[config.mk]
export PLATFORM = sky130hd
export DESIGN_NAME = pd_init_seq
export DESIGN_NICKNAME = d
export VERILOG_FILES = /design/src/rtl/pdseq_pkg.sv /design/src/rtl/pdseq_frame_edge.sv /design/src/rtl/pdseq_ctrl.sv /design/src/rtl/pdseq_gate.sv /design/src/rtl/pd_init_seq.sv
export SDC_FILE = /design/constraint.sdc
export NUM_CORES = 1
export LEC_CHECK = 0
export BUFFER_PORTS_ARGS = -buffer_cell sky130_fd_sc_hd__buf_2
export CORE_MARGIN = 4
export CORE_UTILIZATION = 48
export CTS_BUF_LIST = sky130_fd_sc_hd__clkbuf_8 sky130_fd_sc_hd__clkbuf_16
export DETAILED_ROUTE_END_ITERATION = 8
export HOLD_SLACK_MARGIN = 0.08
export PLACE_DENSITY = 0.85
export SLEW_MARGIN = 40
export SYNTH_ARGS = -nofsm -noshare
export SYNTH_HDL_FRONTEND = slang
export SYNTH_HIERARCHICAL = 1
export SYNTH_SLANG_ARGS = --single-unit
[constraint.sdc]
create_clock -name clk -period 2.2 [get_ports clk]
set_input_delay 0.44 -clock clk [delete_from_list [all_inputs] [get_ports clk]]
set_output_delay 0.44 -clock clk [all_outputs]
set_load 0.01 [all_outputs]
[src/rtl/pdseq_pkg.sv]
package pdseq_pkg;
   typedef enum logic [1:0] {
      PD_OFF  = 2'd0,
      PD_ARM  = 2'd1,
      PD_INIT = 2'd2,
      PD_RUN  = 2'd3
   } pd_state_e;
endpackage

[src/rtl/pdseq_frame_edge.sv]
module pdseq_frame_edge (
   input  logic clk,
   input  logic rst_n,
   input  logic lrck,
   input  logic fall_sel,
   output logic edge_o
);
   logic lrck_q;

   always_ff @(posedge clk or negedge rst_n) begin
      if (!rst_n) lrck_q <= 1'b0;
      else        lrck_q <= lrck;
   end

   // rising edge for MSB-justified, falling edge for I2S
   assign edge_o = fall_sel ? (lrck_q & ~lrck) : (~lrck_q & lrck);
endmodule

[src/rtl/pdseq_ctrl.sv]
module pdseq_ctrl
   import pdseq_pkg::*;
#(
   parameter int MASTER_FRAMES = 4129,
   parameter int SLAVE_FRAMES  = 4132
) (
   input  logic      clk,
   input  logic      rst_n,
   input  logic      is_master,
   input  logic      frame_edge,
   output pd_state_e state_o
);
   localparam int LONGEST = (MASTER_FRAMES > SLAVE_FRAMES) ? MASTER_FRAMES : SLAVE_FRAMES;
   localparam int CW      = $clog2(LONGEST + 1);

   if (MASTER_FRAMES < 1) begin : g_bad_master
      $error("MASTER_FRAMES must be at least 1");
   end
   if (SLAVE_FRAMES < 1) begin : g_bad_slave
      $error("SLAVE_FRAMES must be at least 1");
   end

   pd_state_e         state_q;
   logic [CW-1:0]     cnt_q;
   logic [CW-1:0]     win_last;

   assign win_last = is_master ? CW'(MASTER_FRAMES - 1) : CW'(SLAVE_FRAMES - 1);

   always_ff @(posedge clk or negedge rst_n) begin
      if (!rst_n) begin
         state_q <= PD_OFF;
         cnt_q   <= '0;
      end else begin
         unique case (state_q)
            PD_OFF: begin
               cnt_q   <= '0;
               state_q <= is_master ? PD_INIT : PD_ARM;
            end
            PD_ARM: begin
               if (frame_edge) state_q <= PD_INIT;
            end
            PD_INIT: begin
               if (frame_edge) begin
                  if (cnt_q == win_last) begin
                     cnt_q   <= '0;
                     state_q <= PD_RUN;
                  end else begin
                     cnt_q <= cnt_q + 1'b1;
                  end
               end
            end
            default: state_q <= PD_RUN;
         endcase
      end
   end

   assign state_o = state_q;

   AST_CNT_BOUND: assert property (@(posedge clk) disable iff (!rst_n)
      cnt_q < CW'(LONGEST));
   AST_ARM_SLAVE_ONLY: assert property (@(posedge clk) disable iff (!rst_n)
      (state_q == PD_ARM) |-> !is_master);
   AST_RUN_FROM_INIT: assert property (@(posedge clk) disable iff (!rst_n)
      $rose(state_q == PD_RUN) |-> ($past(state_q) == PD_INIT));
endmodule

[src/rtl/pdseq_gate.sv]
module pdseq_gate #(
   parameter int W = 24
) (
   input  logic         clk,
   input  logic         rst_n,
   input  logic         run,
   input  logic [W-1:0] in_l,
   input  logic [W-1:0] in_r,
   output logic [W-1:0] out_l,
   output logic [W-1:0] out_r,
   output logic         valid_o
);
   localparam int NCH = 2;

   if (W < 1) begin : g_bad_w
      $error("W must be at least 1");
   end

   logic [W-1:0] din    [NCH];
   logic [W-1:0] dout_q [NCH];
   logic         valid_q;

   assign din[0] = in_l;
   assign din[1] = in_r;

   for (genvar c = 0; c < NCH; c++) begin : g_ch
      always_ff @(posedge clk or negedge rst_n) begin
         if (!rst_n) dout_q[c] <= '0;
         else        dout_q[c] <= run ? din[c] : '0;
      end
   end

   always_ff @(posedge clk or negedge rst_n) begin
      if (!rst_n) valid_q <= 1'b0;
      else        valid_q <= run;
   end

   assign out_l   = dout_q[0];
   assign out_r   = dout_q[1];
   assign valid_o = valid_q;

   AST_OUT_ZERO_WHEN_INVALID: assert property (@(posedge clk) disable iff (!rst_n)
      !valid_q |-> (dout_q[0] == '0 && dout_q[1] == '0));
   AST_VALID_HOLDS: assert property (@(posedge clk) disable iff (!rst_n)
      valid_q |=> valid_q);
endmodule

[src/rtl/pd_init_seq.sv]
module pd_init_seq
   import pdseq_pkg::*;
#(
   parameter int W             = 24,
   parameter int MASTER_FRAMES = 4129,
   parameter int SLAVE_FRAMES  = 4132
) (
   input  logic         clk,
   input  logic         pdn_n,
   input  logic         master_mode,
   input  logic         i2s_fmt,
   input  logic         lrck,
   input  logic [W-1:0] smp_l_i,
   input  logic [W-1:0] smp_r_i,
   output logic [W-1:0] smp_l_o,
   output logic [W-1:0] smp_r_o,
   output logic         smp_valid_o,
   output logic         filt_rst_o
);
   logic      pdn_q;
   logic      frame_edge;
   pd_state_e state;

   // set at once by power-down, cleared on the first edge after release
   always_ff @(posedge clk or negedge pdn_n) begin
      if (!pdn_n) pdn_q <= 1'b0;
      else        pdn_q <= 1'b1;
   end
   assign filt_rst_o = ~pdn_q;

   pdseq_frame_edge u_edge (
      .clk      (clk),
      .rst_n    (pdn_n),
      .lrck     (lrck),
      .fall_sel (i2s_fmt),
      .edge_o   (frame_edge)
   );

   pdseq_ctrl #(
      .MASTER_FRAMES (MASTER_FRAMES),
      .SLAVE_FRAMES  (SLAVE_FRAMES)
   ) u_ctrl (
      .clk        (clk),
      .rst_n      (pdn_n),
      .is_master  (master_mode),
      .frame_edge (frame_edge),
      .state_o    (state)
   );

   pdseq_gate #(.W(W)) u_gate (
      .clk     (clk),
      .rst_n   (pdn_n),
      .run     (state == PD_RUN),
      .in_l    (smp_l_i),
      .in_r    (smp_r_i),
      .out_l   (smp_l_o),
      .out_r   (smp_r_o),
      .valid_o (smp_valid_o)
   );

   AST_FRST_SINGLE: assert property (@(posedge clk) disable iff (!pdn_n)
      filt_rst_o |=> !filt_rst_o);
endmodule

; ---- Yosys cells after proc, flatten, opt, wreduce, memory -nomap -nowiden
; Cells that the tools add are included.
[op_classes]
addsub = 1
n_eq_ne = 7
n_mux = 12
n_bitwise = 5
reduce_logical = 4
[op_table]
columns = cell, n
row1 = $mux W24, 2
row2 = $mux W13, 2
row3 = $pmux W13 S2, 1
row4 = $add A13 B1 Y13 const B, 1
row5 = $eq A13 B13 Y1, 1
row6 = $mux W2, 5
row7 = $pmux W2 S3, 1
row8 = $eq A2 B2 Y1 const B, 2
row9 = $ne A2 B2 Y1 const B, 2
row10 = $not A1 Y1, 3
row11 = $reduce_and A3 Y1, 1
row12 = $and A1 B1 Y1, 2
row13 = $eq A2 B1 Y1 const B, 1
row14 = $logic_not A2 Y1, 1
row15 = $ne A2 B1 Y1 const B, 1
row16 = $reduce_and A2 Y1, 1
row17 = $reduce_bool A2 Y1, 1
row18 = $mux W1, 1
[word_totals]
ff_bits = 66
output_inout_bits = 50
wordCells = 36

; ---- Logic depth before layout (Yosys ltp)
[depth]
word_depth = 5
mapped_depth = 8

; ---- By module
; The synthesis kept the hierarchy.
[by_module_without_submodules]
columns = mod, instances, cells_per_inst, area_per_inst_um2
row1 = pdseq_gate, 1, 102, 1596.5
row2 = pdseq_ctrl, 1, 101, 944.7
row3 = pdseq_frame_edge, 1, 4, 47.5
row4 = pd_init_seq, 1, 4, 38.8

; ---- Least setup slack after synthesis
; OpenSTA, ideal clock, no wires.
[synth_timing]
path_kind = input-to-reg
from = in lrck
to = reg u_ctrl.cnt_q[3]
setup_ns = 0.069
t_arrival_ns = 1.742
required_time_ns = 2.131
slack_ns = 0.389
path_stages = 8
path_buffers = 2
cell_sequence = nand3b_1 o21ai_2 buf_6 nor2b_4 or2_1 buf_6 or4_1 nand3_1
[synth_between]
elab_chain_len = 5
elab_cells_between_ends = 6
[synth_lines]
columns = element, line
row1 = "start, declared", pd_init_seq.sv:12  ; input logic lrck,
row2 = $not A1 Y1, pdseq_frame_edge.sv:16  ; assign edge_o = fall_sel ? (lrck_q & ~lrck) : (~lrck_q & lrck);
row3 = $and A1 B1 Y1, pdseq_frame_edge.sv:16
row4 = $mux W1 *, pdseq_frame_edge.sv:16
row5 = named net frame_edge, pd_init_seq.sv:21  ; logic frame_edge;
row6 = $ne A2 B2 Y1 (no source line) *, -
row7 = $reduce_and A2 Y1 (no source line) *, -
row8 = "end signal, assigned", pdseq_ctrl.sv:48  ; cnt_q <= cnt_q + 1'b1;
row9 = "end, declared", pdseq_ctrl.sv:24  ; logic [CW-1:0] cnt_q;
; Mark *: on every way through the listed nets, which the timed path passes. The rest lies on a longest branch.
; A chain may end at the register's enable or synchronous reset.

; ---- Worst setup path after layout
[layout_timing]
from = reg u_ctrl.cnt_q[0]
to = reg u_ctrl.cnt_q[12]
[layout_between]
elab_chain_len = 4
elab_cells_between_ends = 5
[layout_lines]
columns = element, line
row1 = $add A13 B1 Y13 / $eq A13 B13 Y1 (equally long branches), "pdseq_ctrl.sv:48, pdseq_ctrl.sv:44"
row2 = $mux W13 *, pdseq_ctrl.sv:44  ; if (cnt_q == win_last) begin
row3 = $mux W13 *, pdseq_ctrl.sv:43  ; if (frame_edge) begin
row4 = $pmux W13 S2 *, pdseq_ctrl.sv:34  ; unique case (state_q)
; Mark *: on every way between the ends. The rest lies on a longest branch, timed or not. The select of a mux whose other input is x is not followed.

==> impl_metrics.toml <==
[status]
status = "finished, final reports clean"

[setup_path]
startpoint = "u_ctrl/cnt_q[0]$_DFFE_PN0P_"
r2r_setup_slack_ps = 410
crit_chain = "ha_1 -> nand3_1 -> nor4b_4 -> a31o_2 -> a21oi_1"
critPathCaptureType = "register"
cp_data_arrival_time_ps = 1980
required_ps = 2380
crit_fanout = 9
r2r_start = "u_ctrl/cnt_q[0]$_DFFE_PN0P_"
critPathSlowestCell = "dfrtp_1"
critical-path-max-stage-delay_ps = 510
path_class = "reg -> reg"
worst_setup_path_start_kind = "register"

[clock_tree]
cts_resized = 0
path_clk_slew_ps = 70
cts.path.max_buffers = 2
clock_latency_ps = 320
cts_setup_buffers = 0
clkSinkCount = 66
numCtsBuffers = 9
hold_buffers = 0
cts_tree = "done"
cts.htree.levels = 3
root_buffer = "clkbuf_8"

[sta]
drv_slew = 0
fmax_mhz = 557.2
finalCritPeriodShare_pct = 81.58
slew_headroom_pct = 57.67
tns_ps = 0
fin_crit_ps = 1795
clock_skew_ps = 7.367
worstMarginPinSlew_ps = 635.0
setup_viol = 0
rsz0062_at_grt = "false"
hold_viol = 0

[place]
gp_congestion = 0.8486
dp_cells = 376
dp_hpwl_mm = 3.933
port_buffers = 102
dpl_cell_area_sq_um = 3196

[power_and_ir_drop]
p_sw_uw = 973.2
p_per_area_nw_per_um2 = 966.9
cellLeakagePower_nw = 1.738
p_seq_share_pct = 50.0
pwr-share-comb_pct = 22.5
peakVddDrop_mv = 0.5730
p_int_mw = 2.285
pwr-share-clk_pct = 27.5
p_sw_share_pct = 29.87

[synthesis]
yosys_warnings = 6
synth_top_cell_by_area = "dfrtp_1"
yosys-top-cells-count = "dfrtp_1 (66), and2_1 (29), and2_2 (21)"
ys_ff_latch = 66
async_flop_share_pct = 100.0
avgSynthCellArea_sq_um = 12.45
ys.flop_type = "dfrtp_1"
synth_top_area_share_pct = 62.86
yosysMostFrequentCell = "dfrtp_1"
synthDistinctLibCells = 40
synth_nets = 265
netlist_area_sq_um = 2628
synth_seq_area_share_pct = 62.86
synth.top_cells.by_area = "dfrtp_1 (63%), and2_1 (6.9%), and2_2 (6.0%)"
synth_edf_count = 0
syn_inst = 211

[floorplan]
ios = 103
rows = 26
core_area_sq_um = 5205
die_h_microns = 81.99
initial_core_util_pct = 50.48
design.die.area_sq_um = 6722
die_w_microns = 81.99

[finish]
drive_gt1_share_pct = 45.31
final_core_util_pct = 64.74
fin_cells = 390
final_cell_area_sq_um = 3369
nNetsFinal = 371
n_antenna_cell = 0
area_growth_pct = 28.24

[job]
maxCapViolCount = 0

[global_route]
antenna_found_initial = 0
grt.overflow.total = 0
grt_pass1_vias = 1942
grt_pass1_wl_mm = 8.645
grt_usage_pct = 17.03
grt_max_degree = 67

[routing]
wl_per_cell_microns = 13.76
initialDrtViolationCount = 48
wirelength_mm = 5.366
ant_nets = 0
vias_per_cell = 4.962
route.detailed.drc = 0
vias = 1935
dr.pass1.iters = 4

[hold_path]
hold_path.class = "in -> async"
-- flip-flops by register name, indices dropped and copies added, names as in the netlist --
name	flops
u_gate/valid_o	1
u_edge/lrck_q	1
u_gate/out_l	24
u_ctrl/state_o	2
u_gate/out_r	24
u_ctrl/cnt_q	13
pdn_q	1
-- metal layers --
metal / vias to the layer above / share of wire, % / GRT usage [%]
met5: - / 0 / 0
met4: 0 / 1.4 / 7.309
met3: 11 / 9.2 / 4.825
met2: 77 / 50 / 29.89
met1: 927 / 40 / 19.24
li1: 920 / - / -
-- per-stage QoR --
stage          power [mW]  setup slack, ps  hold WS (ps)
6_report            3.258            405.3         130.4
5_1_grt             3.471            235.2         148.2
4_1_cts             3.297            413.6         144.0
3_5_place_dp        2.387            322.4         485.3
3_3_place_gp        2.347            373.0         475.6
2_1_floorplan       2.078            389.4         144.4
-- critical path: cells and delay by family, from the launching register on --
kind / cells / cell delay [ps]
AO/OA/AOI/OAI: 2 / 270
flip-flops: 1 / 510
AND/OR/NAND/NOR: 2 / 630
adder cells (fa/ha/maj): 1 / 250
-- worst paths after layout --
| check | depth (start not counted) | to |
|---|---|---|
| max | 5 | u_ctrl/cnt_q[12]$_DFFE_PN0P_ |
| min | 2 | u_gate/out_r[13]$_DFF_PN0_ |
| max reg2reg | 5 | u_ctrl/cnt_q[12]$_DFFE_PN0P_ |
| min reg2reg | 2 | u_ctrl/cnt_q[7]$_DFFE_PN0P_ |
| max in group asynchronous | 2 | u_ctrl/cnt_q[1]$_DFFE_PN0P_ |
| min in group clk | 1 | u_edge/lrck_q$_DFF_PN0_ |
-- layout make-up --
class                   instances  area (sq um)
flip-flops and latches         66          1652
clock buffers                   9         123.9
well taps                      70         87.58
repair buffers                105         558.0
inverters                       3         11.26
clock inverters                 5         50.05
fillers                       415          1836
multi-input cells             132         887.1
-- power groups by stage --
stage	logic (mW)	registers (mW)	clock network (mW)
after floorplan	0.430	1.65	0
after global placement	0.718	1.63	0
after detailed placement	0.746	1.64	0
after CTS	0.747	1.62	0.928
after global routing	0.825	1.66	0.991
final	0.733	1.63	0.897
-- cell usage in the layout, fill, tap and decap left out, types with 2 or more instances in the layout --
cell type	n
nor3b_1	2
nand3_1	10
nand4_1	7
nand3b_1	2
and2_1	29
clkbuf_8	9
nor2b_1	3
xnor2_1	3
o211ai_1	2
nor2_1	5
nor4_1	2
and3_1	2
inv_1	5
or2b_1	2
and4_1	2
dfrtp_1	66
a21oi_1	3
mux2_2	2
buf_12	2
buf_2	102
or4_1	3
nor3_1	2
a31o_2	2
nand2b_1	2
nor4b_1	2
a22o_1	2
and2_2	21
nand2_1	10
-- logic make-up after synthesis --
group	after synthesis	share of synthesized area, %
and+or+nand+nor	111	27.38
DFF	66	62.86
AOI/OAI and AO/OA	14	3.905
buffers and inverters	13	3.381
xor gates and xnor gates	3	1.000
muxes	2	0.8571
adders and majority gates	1	0.4761
other	1	0.1427
No activity file was read; power rests on OpenSTA's default activity.
